<file path="src/rtl/stat_pkg.sv">
package stat_pkg;
    localparam int REG_W      = 16;
    localparam int CNT_WORDS  = 3;
    localparam int PAD_W      = CNT_WORDS * REG_W;
    localparam int FLAG_REGS  = 4;
    localparam int FLAG_BITS  = FLAG_REGS * REG_W;
    localparam int CTRL_ADDR  = 0;
    localparam int FLAG_BASE  = 4;
    localparam int CNT_BASE   = 16;
    localparam int CNT_STRIDE = 4;
    localparam int SNAP_BIT   = 0;
    localparam int CLR_BIT    = 1;

    typedef struct packed {
        logic                 snap;
        logic                 clr;
        logic [FLAG_REGS-1:0] flag_rd;
    } cmd_t;
endpackage

</file>
<file path="src/rtl/stat_ctr.sv">
module stat_ctr #(
    parameter int CNT_W    = 40,
    parameter int AMT_W    = 5,
    parameter bit IS_OCTET = 1'b0
) (
    input  logic             clk,
    input  logic             rst_n,
    input  logic             clr,
    input  logic             snap,
    input  logic             inc,
    input  logic [AMT_W-1:0] amt,
    output logic [CNT_W-1:0] hold,
    output logic             wrap
);
    localparam int SUM_W = CNT_W + 1;

    typedef struct packed {
        logic [CNT_W-1:0] live;
        logic [CNT_W-1:0] hold;
    } ctr_st_t;

    ctr_st_t    s_d, s_q;
    logic [SUM_W-1:0] step;
    logic [SUM_W-1:0] sum;

    generate
        if (IS_OCTET) begin : g_octet
            assign step = SUM_W'(amt);
        end else begin : g_frame
            logic unused_amt;
            assign unused_amt = ^amt;
            assign step = SUM_W'(1);
        end
    endgenerate

    always_comb begin
        s_d  = s_q;
        sum  = {1'b0, s_q.live} + step;
        wrap = 1'b0;
        if (snap) begin
            s_d.hold = s_q.live;
        end
        if (clr) begin
            s_d.live = '0;
        end else if (inc) begin
            s_d.live = sum[CNT_W-1:0];
            wrap     = sum[CNT_W];
        end
    end

    always_ff @(posedge clk) begin
        if (!rst_n) begin
            s_q <= '0;
        end else begin
            s_q <= s_d;
        end
    end

    assign hold = s_q.hold;

    a_r3_snap_copies_live: assert property (@(posedge clk) disable iff (!rst_n)
        snap |=> (s_q.hold == $past(s_q.live)));
    a_r4_clear_zeroes: assert property (@(posedge clk) disable iff (!rst_n)
        clr |=> (s_q.live == '0));
    a_r5_wrap_goes_lower: assert property (@(posedge clk) disable iff (!rst_n)
        wrap |=> (s_q.live < $past(s_q.live)));
    a_r3_hold_stable: assert property (@(posedge clk) disable iff (!rst_n)
        !snap |=> $stable(s_q.hold));
endmodule

</file>
<file path="src/rtl/stat_flags.sv">
module stat_flags
    import stat_pkg::*;
#(
    parameter int NUM_CNT = 24
) (
    input  logic                 clk,
    input  logic                 rst_n,
    input  logic [NUM_CNT-1:0]   wrap,
    input  logic [FLAG_REGS-1:0] flag_rd,
    output logic [FLAG_BITS-1:0] flags
);
    typedef struct packed {
        logic [NUM_CNT-1:0] bits;
    } flag_st_t;

    flag_st_t           s_d, s_q;
    logic [NUM_CNT-1:0] clr_mask;

    always_comb begin
        for (int i = 0; i < NUM_CNT; i++) begin
            clr_mask[i] = flag_rd[i / REG_W];
        end
        s_d.bits = (s_q.bits & ~clr_mask) | wrap;
    end

    always_ff @(posedge clk) begin
        if (!rst_n) begin
            s_q <= '0;
        end else begin
            s_q <= s_d;
        end
    end

    assign flags = FLAG_BITS'(s_q.bits);

    a_r7_wrap_survives_read: assert property (@(posedge clk) disable iff (!rst_n)
        (|wrap) |=> ((s_q.bits & $past(wrap)) == $past(wrap)));
    a_r6_set_only_by_wrap: assert property (@(posedge clk) disable iff (!rst_n)
        1'b1 |=> ((s_q.bits & ~$past(s_q.bits) & ~$past(wrap)) == '0));
endmodule

</file>
<file path="src/rtl/stat_regif.sv">
module stat_regif
    import stat_pkg::*;
#(
    parameter int NUM_CNT = 24,
    parameter int CNT_W   = 40,
    parameter int ADDR_W  = 8
) (
    input  logic                     clk,
    input  logic                     rst_n,
    input  logic [ADDR_W-1:0]        addr,
    input  logic                     wr,
    input  logic [REG_W-1:0]         wdata,
    input  logic                     rd,
    input  logic [NUM_CNT*CNT_W-1:0] hold_flat,
    input  logic [FLAG_BITS-1:0]     flags,
    output cmd_t                     cmd,
    output logic [REG_W-1:0]         rdata
);
    localparam int STRIDE_SH = $clog2(CNT_STRIDE);

    typedef struct packed {
        logic [REG_W-1:0] rdata;
    } rif_st_t;

    rif_st_t            s_d, s_q;
    logic [ADDR_W-1:0]  off;
    logic [ADDR_W-1:0]  idx;
    logic [STRIDE_SH-1:0] word;
    logic [CNT_W-1:0]   cnt_val;
    logic [PAD_W-1:0]   padded;
    logic [REG_W-1:0]   cword;
    logic [REG_W-1:0]   fword;
    logic               idx_hit;
    logic               word_hit;
    logic               in_cnt;
    logic               in_flag;
    logic               mapped;
    logic               unused_wdata;

    assign unused_wdata = ^wdata[REG_W-1:CLR_BIT+1];

    always_comb begin
        cmd      = '0;
        in_flag  = 1'b0;
        fword    = '0;
        for (int j = 0; j < FLAG_REGS; j++) begin
            if (addr == ADDR_W'(FLAG_BASE + j)) begin
                in_flag       = 1'b1;
                fword         = flags[j*REG_W +: REG_W];
                cmd.flag_rd[j] = rd;
            end
        end
        cmd.snap = wr && (addr == ADDR_W'(CTRL_ADDR)) && wdata[SNAP_BIT];
        cmd.clr  = wr && (addr == ADDR_W'(CTRL_ADDR)) && wdata[CLR_BIT];

        off     = addr - ADDR_W'(CNT_BASE);
        idx     = off >> STRIDE_SH;
        word    = off[STRIDE_SH-1:0];
        cnt_val = '0;
        idx_hit = 1'b0;
        for (int i = 0; i < NUM_CNT; i++) begin
            if (idx == ADDR_W'(i)) begin
                cnt_val = hold_flat[i*CNT_W +: CNT_W];
                idx_hit = 1'b1;
            end
        end
        padded   = {{(PAD_W-CNT_W){1'b0}}, cnt_val};
        cword    = '0;
        word_hit = 1'b0;
        for (int w = 0; w < CNT_WORDS; w++) begin
            if (word == STRIDE_SH'(w)) begin
                cword    = padded[w*REG_W +: REG_W];
                word_hit = 1'b1;
            end
        end
        in_cnt = (addr >= ADDR_W'(CNT_BASE)) && idx_hit && word_hit;
        mapped = in_cnt || in_flag;

        s_d = s_q;
        if (rd) begin
            if (in_flag) begin
                s_d.rdata = fword;
            end else if (in_cnt) begin
                s_d.rdata = cword;
            end else begin
                s_d.rdata = '0;
            end
        end
    end

    always_ff @(posedge clk) begin
        if (!rst_n) begin
            s_q <= '0;
        end else begin
            s_q <= s_d;
        end
    end

    assign rdata = s_q.rdata;

    a_r8_unmapped_reads_zero: assert property (@(posedge clk) disable iff (!rst_n)
        (rd && !mapped) |=> (s_q.rdata == '0));
    a_r9_rdata_holds: assert property (@(posedge clk) disable iff (!rst_n)
        !rd |=> $stable(s_q.rdata));
    a_r6_one_flag_reg_read: assert property (@(posedge clk) disable iff (!rst_n)
        1'b1 |-> $onehot0(cmd.flag_rd));
endmodule

</file>
<file path="src/rtl/stat_snapshot_bank.sv">
module stat_snapshot_bank
    import stat_pkg::*;
#(
    parameter int NUM_CNT = 24,
    parameter int CNT_W   = 40,
    parameter int AMT_W   = 5,
    parameter int ADDR_W  = 8,
    parameter logic [NUM_CNT-1:0] OCTET_MASK =
        NUM_CNT'(1) | (NUM_CNT'(1) << (NUM_CNT / 2))
) (
    input  logic                     clk,
    input  logic                     rst_n,
    input  logic [NUM_CNT-1:0]       evt_inc,
    input  logic [NUM_CNT*AMT_W-1:0] evt_amt,
    input  logic [ADDR_W-1:0]        reg_addr,
    input  logic                     reg_wr,
    input  logic [15:0]              reg_wdata,
    input  logic                     reg_rd,
    output logic [15:0]              reg_rdata
);
    cmd_t                     cmd;
    logic [NUM_CNT*CNT_W-1:0] hold_flat;
    logic [NUM_CNT-1:0]       wrap;
    logic [FLAG_BITS-1:0]     flags;

    stat_regif #(
        .NUM_CNT(NUM_CNT),
        .CNT_W  (CNT_W),
        .ADDR_W (ADDR_W)
    ) u_regif (
        .clk      (clk),
        .rst_n    (rst_n),
        .addr     (reg_addr),
        .wr       (reg_wr),
        .wdata    (reg_wdata),
        .rd       (reg_rd),
        .hold_flat(hold_flat),
        .flags    (flags),
        .cmd      (cmd),
        .rdata    (reg_rdata)
    );

    for (genvar g = 0; g < NUM_CNT; g++) begin : g_ctr
        stat_ctr #(
            .CNT_W   (CNT_W),
            .AMT_W   (AMT_W),
            .IS_OCTET(OCTET_MASK[g])
        ) u_ctr (
            .clk  (clk),
            .rst_n(rst_n),
            .clr  (cmd.clr),
            .snap (cmd.snap),
            .inc  (evt_inc[g]),
            .amt  (evt_amt[g*AMT_W +: AMT_W]),
            .hold (hold_flat[g*CNT_W +: CNT_W]),
            .wrap (wrap[g])
        );
    end

    stat_flags #(
        .NUM_CNT(NUM_CNT)
    ) u_flags (
        .clk    (clk),
        .rst_n  (rst_n),
        .wrap   (wrap),
        .flag_rd(cmd.flag_rd),
        .flags  (flags)
    );

    a_r10_reset_rdata_zero: assert property (@(posedge clk)
        !rst_n |=> (reg_rdata == '0));
endmodule

</file>
<file path="config.mk">
export PLATFORM = sky130hd
export DESIGN_NAME = stat_snapshot_bank
export DESIGN_NICKNAME = d
export VERILOG_FILES = /design/src/rtl/stat_pkg.sv /design/src/rtl/stat_ctr.sv /design/src/rtl/stat_flags.sv /design/src/rtl/stat_regif.sv /design/src/rtl/stat_snapshot_bank.sv
export SDC_FILE = /design/constraint.sdc
export NUM_CORES = 2
export LEC_CHECK = 0
export ABC_AREA = 1
export ABC_CLOCK_PERIOD_IN_PS = 6500
export BUFFER_PORTS_ARGS = -buffer_cell sky130_fd_sc_hd__buf_2
export CORE_MARGIN = 2
export CORE_UTILIZATION = 50
export CTS_CLUSTER_SIZE = 30
export DETAILED_ROUTE_END_ITERATION = 8
export PLACE_DENSITY = 0.76
export RECOVER_POWER = 100
export SLEW_MARGIN = 20
export SYNTH_ARGS = -nofsm -noshare
export SYNTH_HDL_FRONTEND = slang
export SYNTH_SLANG_ARGS = --single-unit
export TNS_END_PERCENT = 10
</file>
<file path="constraint.sdc">
create_clock -name clk -period 6.5 [get_ports clk]
set_clock_uncertainty 0.2 [all_clocks]
set_input_delay 0.325 -clock clk [delete_from_list [all_inputs] [get_ports clk]]
set_output_delay 0.325 -clock clk [all_outputs]
set_load 0.1 [all_outputs]
</file>
# Yosys cells after proc, flatten, opt, wreduce, memory -nomap -nowiden
# Cells that the tools add are included.
[word_totals]
inputBits = 172
register_bits = 1960
out_inout_bits = 16
wordCells = 232
[op_classes]
magnitude_cmp = 1
eq_ne = 29
n_addsub = 25
n_mux = 114
n_reduce_logical = 9
bitwise_logic = 4
[op_table]
columns = ["op", "n"]
rows = [
  ["2-to-1 mux 40 bit", 24],
  ["adder 40 x 1 -> 41 bit, second input constant", 22],
  ["2-to-1 mux 16 bit", 9],
  ["adder 40 x 5 -> 41 bit", 2],
  ["2-to-1 mux 1 bit", 81],
  ["== test 6 x 4 -> 1 bit, second input constant", 8],
  ["== test 6 x 5 -> 1 bit, second input constant", 8],
  ["== test 8 x 3 -> 1 bit, second input constant", 4],
  ["AND 24 bit", 1],
  ["== test 6 x 3 -> 1 bit, second input constant", 4],
  ["NOT 24 bit", 1],
  ["bitwise OR 24 bit", 1],
  ["logical NOT 8 bit", 2],
  ["== test 6 x 2 -> 1 bit, second input constant", 2],
  [">= comparator 8 x 5 -> 1 bit, second input constant", 1],
  ["subtractor 8 x 5 -> 8 bit, second input constant", 1],
  ["== test 6 x 1 -> 1 bit, second input constant", 1],
  ["logical AND 1 bit", 5],
  ["== test 2 x 1 -> 1 bit, second input constant", 1],
  ["== test 2 bit, second input constant", 1],
  ["logical NOT 2 bit", 1],
  ["OR reduction 2 bit", 1],
  ["NOT 1 bit", 1],
]

# Longest topological paths before layout
[logic_depth]
ltp_word = 31
ltp_mapped = 24
depth_no_buf = 23

# Cells and area by module
# From an unflattened synthesis, not the netlist that was laid out.
[hier_totals]
cells_unflattened = 15673
hier_area_um2 = 104143.6
[by_module_without_submodules]
columns = ["mod", "cells_each", "seq_area_each_um2", "instances", "area_each_um2"]
rows = [
  ["stat_ctr at g_ctr[10].u_ctr ...", 559, 1601.5, 22, 3896.2],
  ["stat_regif", 2053, 320.3, 1, 9052.4],
  ["stat_ctr at g_ctr[12].u_ctr", 603, 1601.5, 1, 4171.5],
  ["stat_ctr at g_ctr[0].u_ctr", 576, 1601.5, 1, 4030.1],
  ["stat_flags", 143, 480.5, 1, 1172.4],
]

# Worst setup path before layout
# No wires, ideal clock.
[synth_path]
path_type = "reg2reg"
startpoint = "register g_ctr[12].u_ctr.s_q[40] (netlist name)"
endpoint = "register g_ctr[12].u_ctr.s_q[76] (netlist name)"
setup_time_ns = 0.132
path_slack_ns = 3.378
required_time_ns = 6.168
path_stages_with_launch = 20
n_path_buf = 0
arrival_time_ns = 2.790
period_less_slack_ns = 3.122
path_cell_list = "dfxtp_1 ha_1 inv_1 fa_1 o21ai_2 a21oi_1 nor2_1 inv_1 or3_1 nor3_1 inv_1 nor2_2 inv_1 nor2_1 inv_1 nor3_2 nand3_1 nor3_2 and3_1 nor3_1"
[synth_between]
elab_chain_len = 1
[synth_lines]
columns = ["element", "line_no", "source"]
rows = [
  ["start: declaration", "stat_ctr.sv:22", "ctr_st_t s_d, s_q;"],
  ["start signal: assignment", "stat_ctr.sv:53", "s_q <= '0;"],
  ["start signal: assignment", "stat_ctr.sv:55", "s_q <= s_d;"],
  ["adder 40 x 5 -> 41 bit", "stat_ctr.sv:38", "sum = {1'b0, s_q.live} + step;"],
]
# Every way passes these cells.
# A chain may end at the register's enable or synchronous reset.

# Worst setup path after layout
[layout_path]
startpoint = "input port reg_addr[1]"
endpoint = "register g_ctr[16].u_ctr.s_q[53] (netlist name)"
[layout_between]
elab_chain_len = 4
[layout_lines]
columns = ["element", "line_no", "source"]
rows = [
  ["start: declaration", "stat_snapshot_bank.sv:15", "input logic [ADDR_W-1:0] reg_addr,"],
  ["logical NOT 8 bit", "stat_regif.sv:54", "cmd.clr = wr && (addr == ADDR_W'(CTRL_ADDR)) && wdata[CLR_BIT];"],
  ["logical AND 1 bit (2 in series)", "stat_regif.sv:54", ""],
  ["OR reduction 2 bit (no source line)", "--", ""],
  ["end signal: assignment", "stat_ctr.sv:53", ""],
  ["end signal: assignment", "stat_ctr.sv:55", ""],
  ["end: declaration", "stat_ctr.sv:22", ""],
]
# Every way passes these cells.

==> key figures <==
Finish
  • Fill count: approximately 17000
  • Layout cells sized above 1: 0.0467
  • Nets: about 13000
  • Area Overhead vs Synth: 10.9%
  • Final Util: 0.559

Power and ir drop
  • Reg power frac: 0.474
  • Comb pwr share: 0.034
  • Power per cell area: approximately 260 nW/um^2
  • Tot Pwr: ~26 mW
  • Leak: approximately 32 nW
  • Internal Pwr Total: roughly 20 mW
  • Sw Pwr: 5.84 mW
  • Sw Ratio: 0.228
  • Clk pwr share: 0.492
  • Maximum vdd ir drop: around 0.00026 V

GRT
  • Initial antenna violation count: 3
  • Met2 GRT Util: 0.450
  • Largest net degree at the start of global routing: ~260
  • GRT met1 Usage: 0.403
  • Grt met3 use: 0.0401
  • Vias in the first global route: 74612
  • GRT overflow: 0
  • First-pass GRT wire length: ~420 mm
  • GRT Overall Usage: 0.293
  • GR peak layer: met2

Timing
  • Fin Setup TNS: 0 ps
  • Final hold vios: 0
  • Fmax: around 180 MHz
  • Min Tclk post-route: about 5700 ps
  • Fin crit share: 0.878
  • RSZ-0062 raised after global routing: no
  • Final setup viols: 0
  • Relative slew slack: -0.972
  • Fin. max-slew vios: 110
  • Worst Max-Slew Pin Slew: 2950 ps

Clock tree
  • CTS tree: done
  • CTS buffer count: about 200
  • Clock Pin Slew Worst Setup and Hold Paths: roughly 60 ps
  • Htree depth: 4
  • Sink Count: 1960
  • Clock Latency Late Sink: 890 ps
  • CTS root buf: clkbuf_16
  • Post_cts resized: 0
  • CTS Buffer Depth: 3

Placement
  • Port buffer count: 63
  • Final GP Congestion: between 1 and 1.5
  • Dpl hpwl: between 150 and 200 mm

Logic synthesis
  • Dominant synthesized flop cell: dfxtp_1
  • Syn. warnings: 0
  • Syn Inst Count: roughly 13000
  • Share of the synthesized area in the top cell type: 0.440
  • Syn_nets: 12966
  • Post-Syn Area: 89100 sq um
  • Area contributors post-synth: dfxtp_1 44%, a21oi_1 9.2%, nand2_1 8.5%
  • Synthesized area per cell: 6.99 sq um
  • EDFF count, synth: 0
  • Number of synthesized register bits: 1960
  • Ys async rst share: 0
  • Seq/Total Area, Yosys: 0.440
  • Yosys top cell by area: dfxtp_1
  • Distinct cells, synth: 53

Worst setup path
  • Worst Path Required: between 7000 and 8000 ps
  • Crit Path Max Fanout: approximately 160
  • Worst path arrival time: 6220 ps
  • CP endpoint kind: register
  • Crit path launch type: input pin
  • Crit path kind: input pin to register

Floorplan
  • Cell row count: ~150
  • Core ar.: between 150000 and 200000 sq um
  • Die footprint: 182000 sq um
  • Die extent in x: between 400 and 500 microns
  • Initial Util: 0.504
  • Top Ports: 188
  • Die Span Y: around 430 microns

Status
  • Failing checks: capacitance limit, slew limit
  • Status: finished with violations

Drt
  • DR WL/cell: 18.2 microns
  • Routed Antenna Nets: 0
  • Final wirelength: around 270 mm
  • Starting DRT DRC Count: a little under 10000
  • Drt pass-1 iters: 8
  • Vias per cell: around 5.6
  • Via count: ~84000
  • Remaining DRCs: 0

Flow run
  • Total of max-cap violations: 2

Hold path
  • Type of the tightest min-delay check: input pin to register
==> registers in the layout, indices dropped and copies added (netlist names) <==
name              count
g_ctr.u_ctr.hold    960
u_flags.s_q          24
u_regif.rdata        16
g_ctr.u_ctr.s_q     960
==> metal layers <==
layer | up-vias | wire, microns
li1 | 41351 | -
met1 | 38697 | 118000
met2 | 3336 | 119000
met3 | 589 | 22100
met4 | 0 | 14900
met5 | - | 0
==> critical path: stages <==
cell	delay, ps
dlygate4sd3_1	550
clkbuf_1	380
inv_1	220
nand2_1	410
nor2_1	300
nand3_1	990
nand2_1	820
buf_12	580
clkbuf_2	1130
nor2_1	110
o21a_1	150
==> cell usage in the layout (no fill, tap or decap), types with 185 or more instances in the layout <==
cell and n:
xor2_1 185, o21ai_0 1310, clkbuf_16 203, nand4_1 363
dfxtp_1 1960, nand2_1 2019, nor3_1 436, nor2_1 1273
nand3_1 401, inv_1 1913, a21oi_1 1638
==> cell families (layout without fill, tap and decap cells) <==
kind of cell | Yosys count | count (layout) | synth area share
AOI/OAI and AO/OA | 3136 | 3136 | 0.182
xor gates and xnor gates | 319 | 319 | 0.0313
adders and majority gates | 34 | 34 | 0.00494
buffers and inverters | 2489 | 2503 | 0.105
DFF | 1960 | 1960 | 0.440
other | 0 | 1 | 0
and+or+nand+nor | 4822 | 4822 | 0.236
==> cells in the mapped netlist, drive strengths merged (8+ instances only) <==
library cell and count:
or4 9, nand4 363, nor4 151, o21a 86
nor3 447, nand3b 11, and3 8, a22o 8
nand3 401, inv 1925, nor3b 22, clkinv 8
or2 75, dfxtp 1960, clkbuf 515, nand2 2022
a21oi 1638, o21ai 1311, a211oi 16, buf 41
a31oi 17, ha 32, a221oi 13, xnor2 134
nor4b 10, xor2 185, nor2 1291, or3 8
==> per-stage QoR <==
step | hold WS (ps) | instance area, sq um | setup slack (ps) | cells
4_1_cts | 72.4 | 99000 | 1680 | 15114
3_3_place_gp | 232 | 91200 | 1100 | 14692
2_1_floorplan | 224 | 89100 | 3380 | 12760
3_5_place_dp | 236 | 91200 | 987 | 14692
6_report | 111 | 98800 | 795 | 15115
5_1_grt | 140 | 98800 | 659 | 15115
==> power groups by stage <==
stage,clock network (mW),logic (mW),registers (mW)
2_1_floorplan,0,0.531,12.4
3_3_place_gp,0,0.818,12.4
3_5_place_dp,0,0.827,12.4
4_1_cts,12.7,0.868,12.1
5_1_grt,13.2,0.964,12.1
6_report,12.6,0.882,12.1
==> what timing repair did <==
action | in CTS | in global routing
hold buffers | 45 | 0
endpoints found under the hold margin | 572 | 0
setup buffers | 0 | 0
==> path summary, 6_finish.rpt <==
kind | cells past startpoint | slack (ps) | end | start
min | 3 | 110 | g_ctr[12].u_ctr.s_q[43] | evt_inc[12]
max | 11 | 790 | g_ctr[16].u_ctr.s_q[53] | reg_addr[1]
min reg2reg | 2 | 240 | g_ctr[16].u_ctr.hold[3] | g_ctr[16].u_ctr.hold[3]
max reg2reg | 16 | 1870 | u_regif.rdata[3] | g_ctr[0].u_ctr.hold[3]
==> area by class of cell <==
cell class	count	area (sq um)	area share
diodes	1	2.50	0.0000253
clock buffers	294	6010	0.0608
clock inverters	83	1260	0.0128
repair buffers	193	1570	0.0158
flip-flops and latches	1960	39200	0.397
inverters	1933	7260	0.0735
multi-input cells	8311	40600	0.410
well taps	2340	2930	0.0296
Note: power is estimated with default switching activity, not from simulation.
